**config.mk**
```make
export PLATFORM = sky130hd
export DESIGN_NAME = np_offset_calc
export DESIGN_NICKNAME = d
export VERILOG_FILES = /design/src/rtl/np_offset_calc.sv
export SDC_FILE = /design/constraint.sdc
export NUM_CORES = 2
export LEC_CHECK = 0
export ABC_AREA = 1
export BUFFER_PORTS_ARGS = -buffer_cell sky130_fd_sc_hd__clkbuf_2
export CAP_MARGIN = 40
export CORE_ASPECT_RATIO = 1.1
export CORE_MARGIN = 3
export CORE_UTILIZATION = 40
export DETAILED_ROUTE_END_ITERATION = 10
export PLACE_DENSITY_LB_ADDON = 0.2
export SETUP_SLACK_MARGIN = 0.05
export SYNTH_ARGS = -nofsm -noshare
export SYNTH_HDL_FRONTEND = slang
export SYNTH_SLANG_ARGS = --single-unit
```
**constraint.sdc**
```tcl
create_clock -name clk -period 21.6 [get_ports clk]
set_input_delay 3.24 -clock clk [delete_from_list [all_inputs] [get_ports clk]]
set_output_delay 3.24 -clock clk [all_outputs]
set_load 0.05 [all_outputs]
```
**src/rtl/np_offset_calc.sv**
```systemverilog
module np_offset_calc #(
  parameter int W       = 16,
  parameter int FRAC    = 14,
  parameter int DEN_MIN = 64
) (
  input  logic                clk,
  input  logic                rst_n,
  input  logic                start,
  input  logic signed [W-1:0] ratio_a,
  input  logic signed [W-1:0] ratio_b,
  input  logic signed [W-1:0] ratio_c,
  input  logic signed [W-1:0] cur_a,
  input  logic signed [W-1:0] cur_b,
  input  logic signed [W-1:0] cur_c,
  output logic                valid,
  output logic signed [W-1:0] out_a,
  output logic signed [W-1:0] out_b,
  output logic signed [W-1:0] out_c,
  output logic signed [W-1:0] offset
);
  localparam int PW = 2*W + 4;
  localparam int DW = W + 3;
  localparam int RW = W + 2;
  localparam int CW = $clog2(PW);
  localparam logic signed [RW-1:0] ONE  = RW'(1) <<< FRAC;
  localparam logic signed [RW-1:0] MAXQ = RW'((1 << (W-1)) - 1);
  localparam logic signed [RW-1:0] MAXO = RW'((1 << (W-1)) - 1);
  localparam logic signed [RW-1:0] MINO = -RW'(1 << (W-1));

  typedef enum logic [1:0] {IDLE, EST, DIV, OUT} st_t;
  st_t st;
  logic busy;
  assign busy = (st != IDLE);

  logic signed [W-1:0] rq [3];
  logic signed [W-1:0] iq [3];

  // ranking: descending, ties kept in order a, b, c
  logic ge_ab, ge_ac, ge_bc;
  logic [1:0] kmx, kmn, kmd;
  assign ge_ab = rq[0] >= rq[1];
  assign ge_ac = rq[0] >= rq[2];
  assign ge_bc = rq[1] >= rq[2];
  assign kmx = (ge_ab && ge_ac) ? 2'd0 : (!ge_ab && ge_bc) ? 2'd1 : 2'd2;
  assign kmn = (ge_ac && ge_bc) ? 2'd2 : (ge_ab && !ge_bc) ? 2'd1 : 2'd0;
  assign kmd = 2'd3 - kmx - kmn;

  logic signed [W-1:0] rmx, rmd, rmn, imx, imd, imn;
  assign rmx = rq[kmx];
  assign rmd = rq[kmd];
  assign rmn = rq[kmn];
  assign imx = iq[kmx];
  assign imd = iq[kmd];
  assign imn = iq[kmn];

  logic signed [RW-1:0] amx, amd, amn;
  assign amx = (rmx < 0) ? -RW'(rmx) : RW'(rmx);
  assign amd = (rmd < 0) ? -RW'(rmd) : RW'(rmd);
  assign amn = (rmn < 0) ? -RW'(rmn) : RW'(rmn);

  logic signed [PW-1:0] p_mx, p_md, p_mn, inp, nb, n_sel;
  assign p_mx = PW'(imx) * PW'(amx);
  assign p_md = PW'(imd) * PW'(amd);
  assign p_mn = PW'(imn) * PW'(amn);
  assign inp  = p_mx + p_md + p_mn;
  assign nb   = inp - (p_md <<< 1);

  logic mid_pos, off_pos, use_b, zero_d;
  logic signed [DW-1:0] imd_s, da, db, d_sel;
  logic [DW-1:0] d_mag, da_mag;
  logic [PW-1:0] inp_mag, lim_a, n_mag;
  assign mid_pos = (rmd >= 0);
  assign off_pos = (inp < 0);
  assign imd_s   = mid_pos ? DW'(imd) : -DW'(imd);
  assign da      = DW'(imx) - DW'(imn) + imd_s;
  assign db      = DW'(imx) - DW'(imn) - imd_s;
  assign da_mag  = (da < 0) ? DW'(-da) : DW'(da);
  assign inp_mag = (inp < 0) ? PW'(-inp) : PW'(inp);
  assign lim_a   = PW'(amd) * PW'(da_mag);
  assign use_b   = (off_pos != mid_pos) && (inp_mag > lim_a);
  assign n_sel   = use_b ? nb : inp;
  assign d_sel   = use_b ? db : da;
  assign d_mag   = (d_sel < 0) ? DW'(-d_sel) : DW'(d_sel);
  assign n_mag   = (n_sel < 0) ? PW'(-n_sel) : PW'(n_sel);
  assign zero_d  = d_mag < DW'(DEN_MIN);

  logic signed [RW-1:0] hi, lo;
  assign hi = ONE - amx;
  assign lo = amn - ONE;

  // restoring divider
  logic [PW-1:0] quo;
  logic [DW:0]   rem, rem_sh;
  logic [DW-1:0] den;
  logic [CW-1:0] cnt;
  logic          neg;
  assign rem_sh = {rem[DW-1:0], quo[PW-1]};

  logic signed [RW-1:0] qs, raw, cl;
  assign qs  = (quo > PW'(MAXQ)) ? MAXQ : RW'(quo[W-1:0]);
  assign raw = neg ? -qs : qs;
  assign cl  = (raw > hi) ? hi : (raw < lo) ? lo : raw;

  function automatic logic signed [W-1:0] sat(input logic signed [RW-1:0] v);
    return (v > MAXO) ? MAXO[W-1:0] : (v < MINO) ? MINO[W-1:0] : v[W-1:0];
  endfunction

  always_ff @(posedge clk) begin
    if (!rst_n) begin
      st     <= IDLE;
      valid  <= 1'b0;
      out_a  <= '0;
      out_b  <= '0;
      out_c  <= '0;
      offset <= '0;
      quo    <= '0;
      rem    <= '0;
      den    <= '0;
      cnt    <= '0;
      neg    <= 1'b0;
      for (int k = 0; k < 3; k++) begin
        rq[k] <= '0;
        iq[k] <= '0;
      end
    end else begin
      valid <= 1'b0;
      case (st)
        IDLE: if (start) begin
          rq[0] <= ratio_a; rq[1] <= ratio_b; rq[2] <= ratio_c;
          iq[0] <= cur_a;   iq[1] <= cur_b;   iq[2] <= cur_c;
          st    <= EST;
        end
        EST: begin
          quo <= zero_d ? '0 : n_mag;
          den <= zero_d ? DW'(1) : d_mag;
          neg <= (n_sel < 0) == (d_sel < 0);
          rem <= '0;
          cnt <= '0;
          st  <= DIV;
        end
        DIV: begin
          if (rem_sh >= {1'b0, den}) begin
            rem <= rem_sh - {1'b0, den};
            quo <= {quo[PW-2:0], 1'b1};
          end else begin
            rem <= rem_sh;
            quo <= {quo[PW-2:0], 1'b0};
          end
          cnt <= cnt + 1'b1;
          if (cnt == CW'(PW-1)) st <= OUT;
        end
        default: begin
          offset <= cl[W-1:0];
          out_a  <= sat(RW'(rq[0]) + cl);
          out_b  <= sat(RW'(rq[1]) + cl);
          out_c  <= sat(RW'(rq[2]) + cl);
          valid  <= 1'b1;
          st     <= IDLE;
        end
      endcase
    end
  end
endmodule

```
# After elaboration in Yosys (flattened, before gate mapping)
# Memory sizes are Yosys's and may differ from the RTL's.
# Cells that the tools add are included.
[op_classes]
n_addsub = 24
mul = 4
n_lt_le_gt_ge = 23
eq_ne = 7
n_mux = 46
bitwise = 6
n_reduce_logical = 11
[op_table]
columns = ["cell", "count"]
rows = [
  ["$mux W16", 13],
  ["$mux W36", 4],
  ["$mux W19", 6],
  ["$mux W18", 6],
  ["$mul A16 B18 Y34", 3],
  ["$lt A36 B1 Y1 const B", 2],
  ["$neg A16 Y18", 4],
  ["$neg A36 Y36", 2],
  ["$pmux W36 S2", 1],
  ["$add A16 B18 Y18", 3],
  ["$gt A18 B16 Y1 const B", 3],
  ["$lt A18 B16 Y1 const B", 3],
  ["$ge A16 B16 Y1", 3],
  ["$lt A16 B1 Y1 const B", 3],
  ["$lt A19 B1 Y1 const B", 2],
  ["$neg A19 Y19", 2],
  ["$pmux W19 S2", 1],
  ["$add A35 B34 Y36", 1],
  ["$gt A36 B15 Y1 const B", 1],
  ["$gt A36 B36 Y1", 1],
  ["$mul A18 B20 Y36", 1],
  ["$sub A36 B35 Y36", 1],
  ["$add A34 B34 Y35", 1],
  ["$ge A20 B19 Y1", 1],
  ["31 further kinds", 53],
]
[totals]
reg_bits = 148
mem_bits_rw = 96
in_bits = 99
n_memories = 2
[mem_list]
columns = ["memory", "words", "width", "rd", "rd_ports_with_merged_regs", "wr", "line_no", "source"]
rows = [
  ["iq", 3, 16, 3, 0, 3, "36", "logic signed [W-1:0] iq [3];"],
  ["rq", 3, 16, 6, 0, 3, "35", "logic signed [W-1:0] rq [3];"],
]

# Longest topological paths before layout
# An unclocked memory read counts as a cell.
[logic_depth]
word_depth = 24
depth_mapped = 127

# Least setup slack after synthesis
# OpenSTA, ideal clock, no wires.
[synth_timing]
path_kind = "register to register"
from = "memory rq[2][15]"
to = "register quo[10]"
t_arrival_ps = 18702
t_required_ps = 21468
path_slack_ps = 2766
stages_incl_launch_ff = 115
n_path_buf = 8
period_less_slack_ps = 18834
path_cell_list = "edfxtp_1 -> inv_1 -> ha_1 -> nand2_1 -> inv_1 -> nand3_1 -> nor2_1 -> nand2_1 -> nand3_1 -> nand3_1 -> ha_1 -> clkbuf_1 -> clkbuf_1 -> nand2_1 -> o21ai_0 -> inv_1 -> o21ai_1 -> clkbuf_1 -> (+79 left out) -> buf_4 -> nand2_1 -> nand2_1 -> ha_1 -> nand3_1 -> nor2_1 -> nand3_1 -> nand2_1 -> nand2_1 -> nand2_1 -> nand2_1 -> nor2_1 -> nand2_1 -> nor2_2 -> nand2_4 -> buf_4 -> nand2_1 -> a21oi_1"
[synth_lines]
columns = ["item", "line_no", "source"]
rows = [
  ["start, declared", "35", ""],
  ["end signal, assigned", "134", "quo <= zero_d ? '0 : n_mag;"],
  ["end signal, assigned", "144", "quo <= {quo[PW-2:0], 1'b1};"],
  ["end signal, assigned", "147", "quo <= {quo[PW-2:0], 1'b0};"],
  ["end, declared", "92", "logic [PW-1:0] quo;"],
]

==> metrics <==
Yosys reg bits 244; Reg clk slew, reported paths 0.07 ns; worst hold margin 0.461 ns; hold crit path type reg2reg; Layout Skew 0.0348 ns; largest net degree at the start of global routing 89; cell taking the most area after synthesis fa_1; GRT Overall Usage 28.2%; Yosys cell types 68; Worst Setup EP quo[33]; Die H 451 um; maximum clock insertion buffer count 3; CTS hold repair buffers 0; die footprint 185000 um^2; Core Box Area 178000 um^2; Post-synth EDFFs 96; DP HPWL 223000 um; met1 WL 110000 um; clk sinks 244; ys async rst share 0%; count leader, synth inv_1; syn_area_per_cell 7.60 um^2; first-pass GRT wire length 396000 um; CTS tree done; Critical Path RT 22.17 ns; I/O pin count 164; Seq/Total Area, Yosys 8.14%; Iteration-0 DRC Markers 4515; Final Hold Viols 0; Crit. Startpoint rq[1][15]; unrepaired setup endpoints after global routing false; Met2 Wirelength 121000 um; Vias/cell 5.13; Rel. slew slack 34.5%; Post-Syn Area 71900 um^2; synth cell count leaders inv_1, nand2_1, fa_1; kind of end point of the critical path flop; Core Rows 162; Antenna Violating Nets Remaining 0; Final Routed Wirelength 258000 um; Starting Density 40.4%; Tcrit/Tclk final 93.9%; Area growth, synth to finish 9.36%; Worst Path Max Fanout 26; FF-to-FF setup slack 1.31 ns; maxcap violations 0; I/O Buffers 163; initial antenna violation count 11; most used cell, CP nand2_1; Clock Latency Late Sink 0.65 ns; share of layout cells above drive strength 1 6.26%; final setup vio count 0; H-tree depth 1; crit path DAT 20.86 ns; clock period minus worst slack 20.29 ns; grt ovf 0; critical path type reg2reg; crit path max-delay cell type o21ai_1; Syn Inst Count 9450; run status completed; Die Wd 410 um; per-cell routed wire length 21.0 um; total vias in the final route 62900; met3 wire len 14700 um; uppermost layer routed met5; delay of the slowest cell on the worst path 0.78 ns; FF-to-FF End quo[33]; Reg2Reg Depth 92; dominant synthesized flop cell dfxtp_1; Setup TNS 0 ns; startpoint types flop; Crit Reg-Reg Startpoint rq[1][15]; post-synth top area share 35.7%; vias in the first global route 64900; fin. max-slew vios 0; Worst-Margin Slew 0.976 ns; global placement routability congestion 1.00; DRT Pass-1 Iters 6; fmax 0.0493 GHz; CTS root buffer clkbuf_16; Residual DRC 0; CTS buffer count 30; Nets 11900; Yosys warnings 0; Area contributors post-synth fa_1, inv_1, ha_1
## critical path: cells and delay by family (launching register included)
kind / cells / cell delay, ns
adder cells (fa/ha/maj): 19 / 8.49
AND/OR/NAND/NOR: 41 / 5.91
AO/OA/AOI/OAI: 10 / 2.61
buffers and inverters: 20 / 2.42
flip-flops: 1 / 0.38
XOR/XNOR: 2 / 0.28
## flip-flops by register name (all words and copies together) (netlist names)
signal and flops:
out_a 16, valid 1, rq 48, rem 19, st 2, out_c 16
den 19, offset 16, out_b 16, quo 36, neg 1, iq 48
cnt 6
## cell families after synthesis
kind of cell	Yosys count	synth area share (%)
fa+ha+maj	1925	46.9
flops	244	8.14
buf+inv	2641	14.1
compound gates	1163	8.98
other cells	2	0.0105
simple gates	3137	17.8
xor+xnor	338	4.16
## routing by layer
metal	vias up	global-route usage [%]
li1	29100	-
met1	31500	37.8
met5	-	0
met3	413	3.28
met4	4	10.5
met2	1887	46.7
## stage by stage
| step | util, % | worst slack, ns | instances | cell area [um^2] |
|---|---|---|---|---|
| finish | 44.2 | 1.31 | 12300 | 78600 |
| detailed placement | 43.4 | 0.753 | 12200 | 77300 |
| floorplan | - | 2.77 | 9667 | 72700 |
| global placement | 43.3 | 0.594 | 12200 | 77000 |
| CTS | 44.0 | 0.671 | 12200 | 78400 |
| global route | 44.1 | 0.0735 | 12300 | 78600 |
## cell type report
cell class	count	area, um^2
Tap cell	2378	2980
Clock inverter	20	258
Fill cell	18600	99400
Multi-Input combinational cell	6783	56800
Clock buffer	36	815
Timing Repair Buffer	432	2940
Antenna cell	5	12.5
Sequential cell	244	5850
Inverter	2364	8880
## how the worst min path moves through the flow
stage,start,endpoint,slack (ns),cells after the start
after floorplan,den[10],den[10],0.44,2
after global placement,offset[13],offset[13],0.45,2
after detailed placement,out_c[0],out_c[0],0.45,2
after CTS,out_c[0],out_c[0],0.46,2
after global routing,out_c[0],out_c[0],0.47,2
final,out_a[1],out_a[1],0.46,2
## what timing repair did
action / in CTS / in global routing
buffers inserted: 0 / 12
resized for setup: 0 / 29
setup endpoints to repair: 0 / 45
## placed cells by master, fill, tap and decap left out, types with 21 or more instances in the layout
cell / n
nor2_1: 790
fa_1: 1280
nor3_1: 73
nand2_1: 1881
inv_1: 2311
o21ai_0: 341
nor4_1: 25
clkbuf_2: 163
buf_4: 250
a21oi_1: 495
nand4_1: 69
conb_1: 219
o21ai_1: 66
ha_1: 643
o211ai_1: 69
o22ai_1: 34
clkbuf_16: 31
nand3_1: 187
dfxtp_1: 148
clkinv_1: 33
xnor2_1: 104
edfxtp_1: 96
xor2_1: 230
o21bai_1: 31
a31oi_1: 21
Power is not shown: default switching activity piles up to over one toggle a cycle in this logic, so the estimate is an artifact.
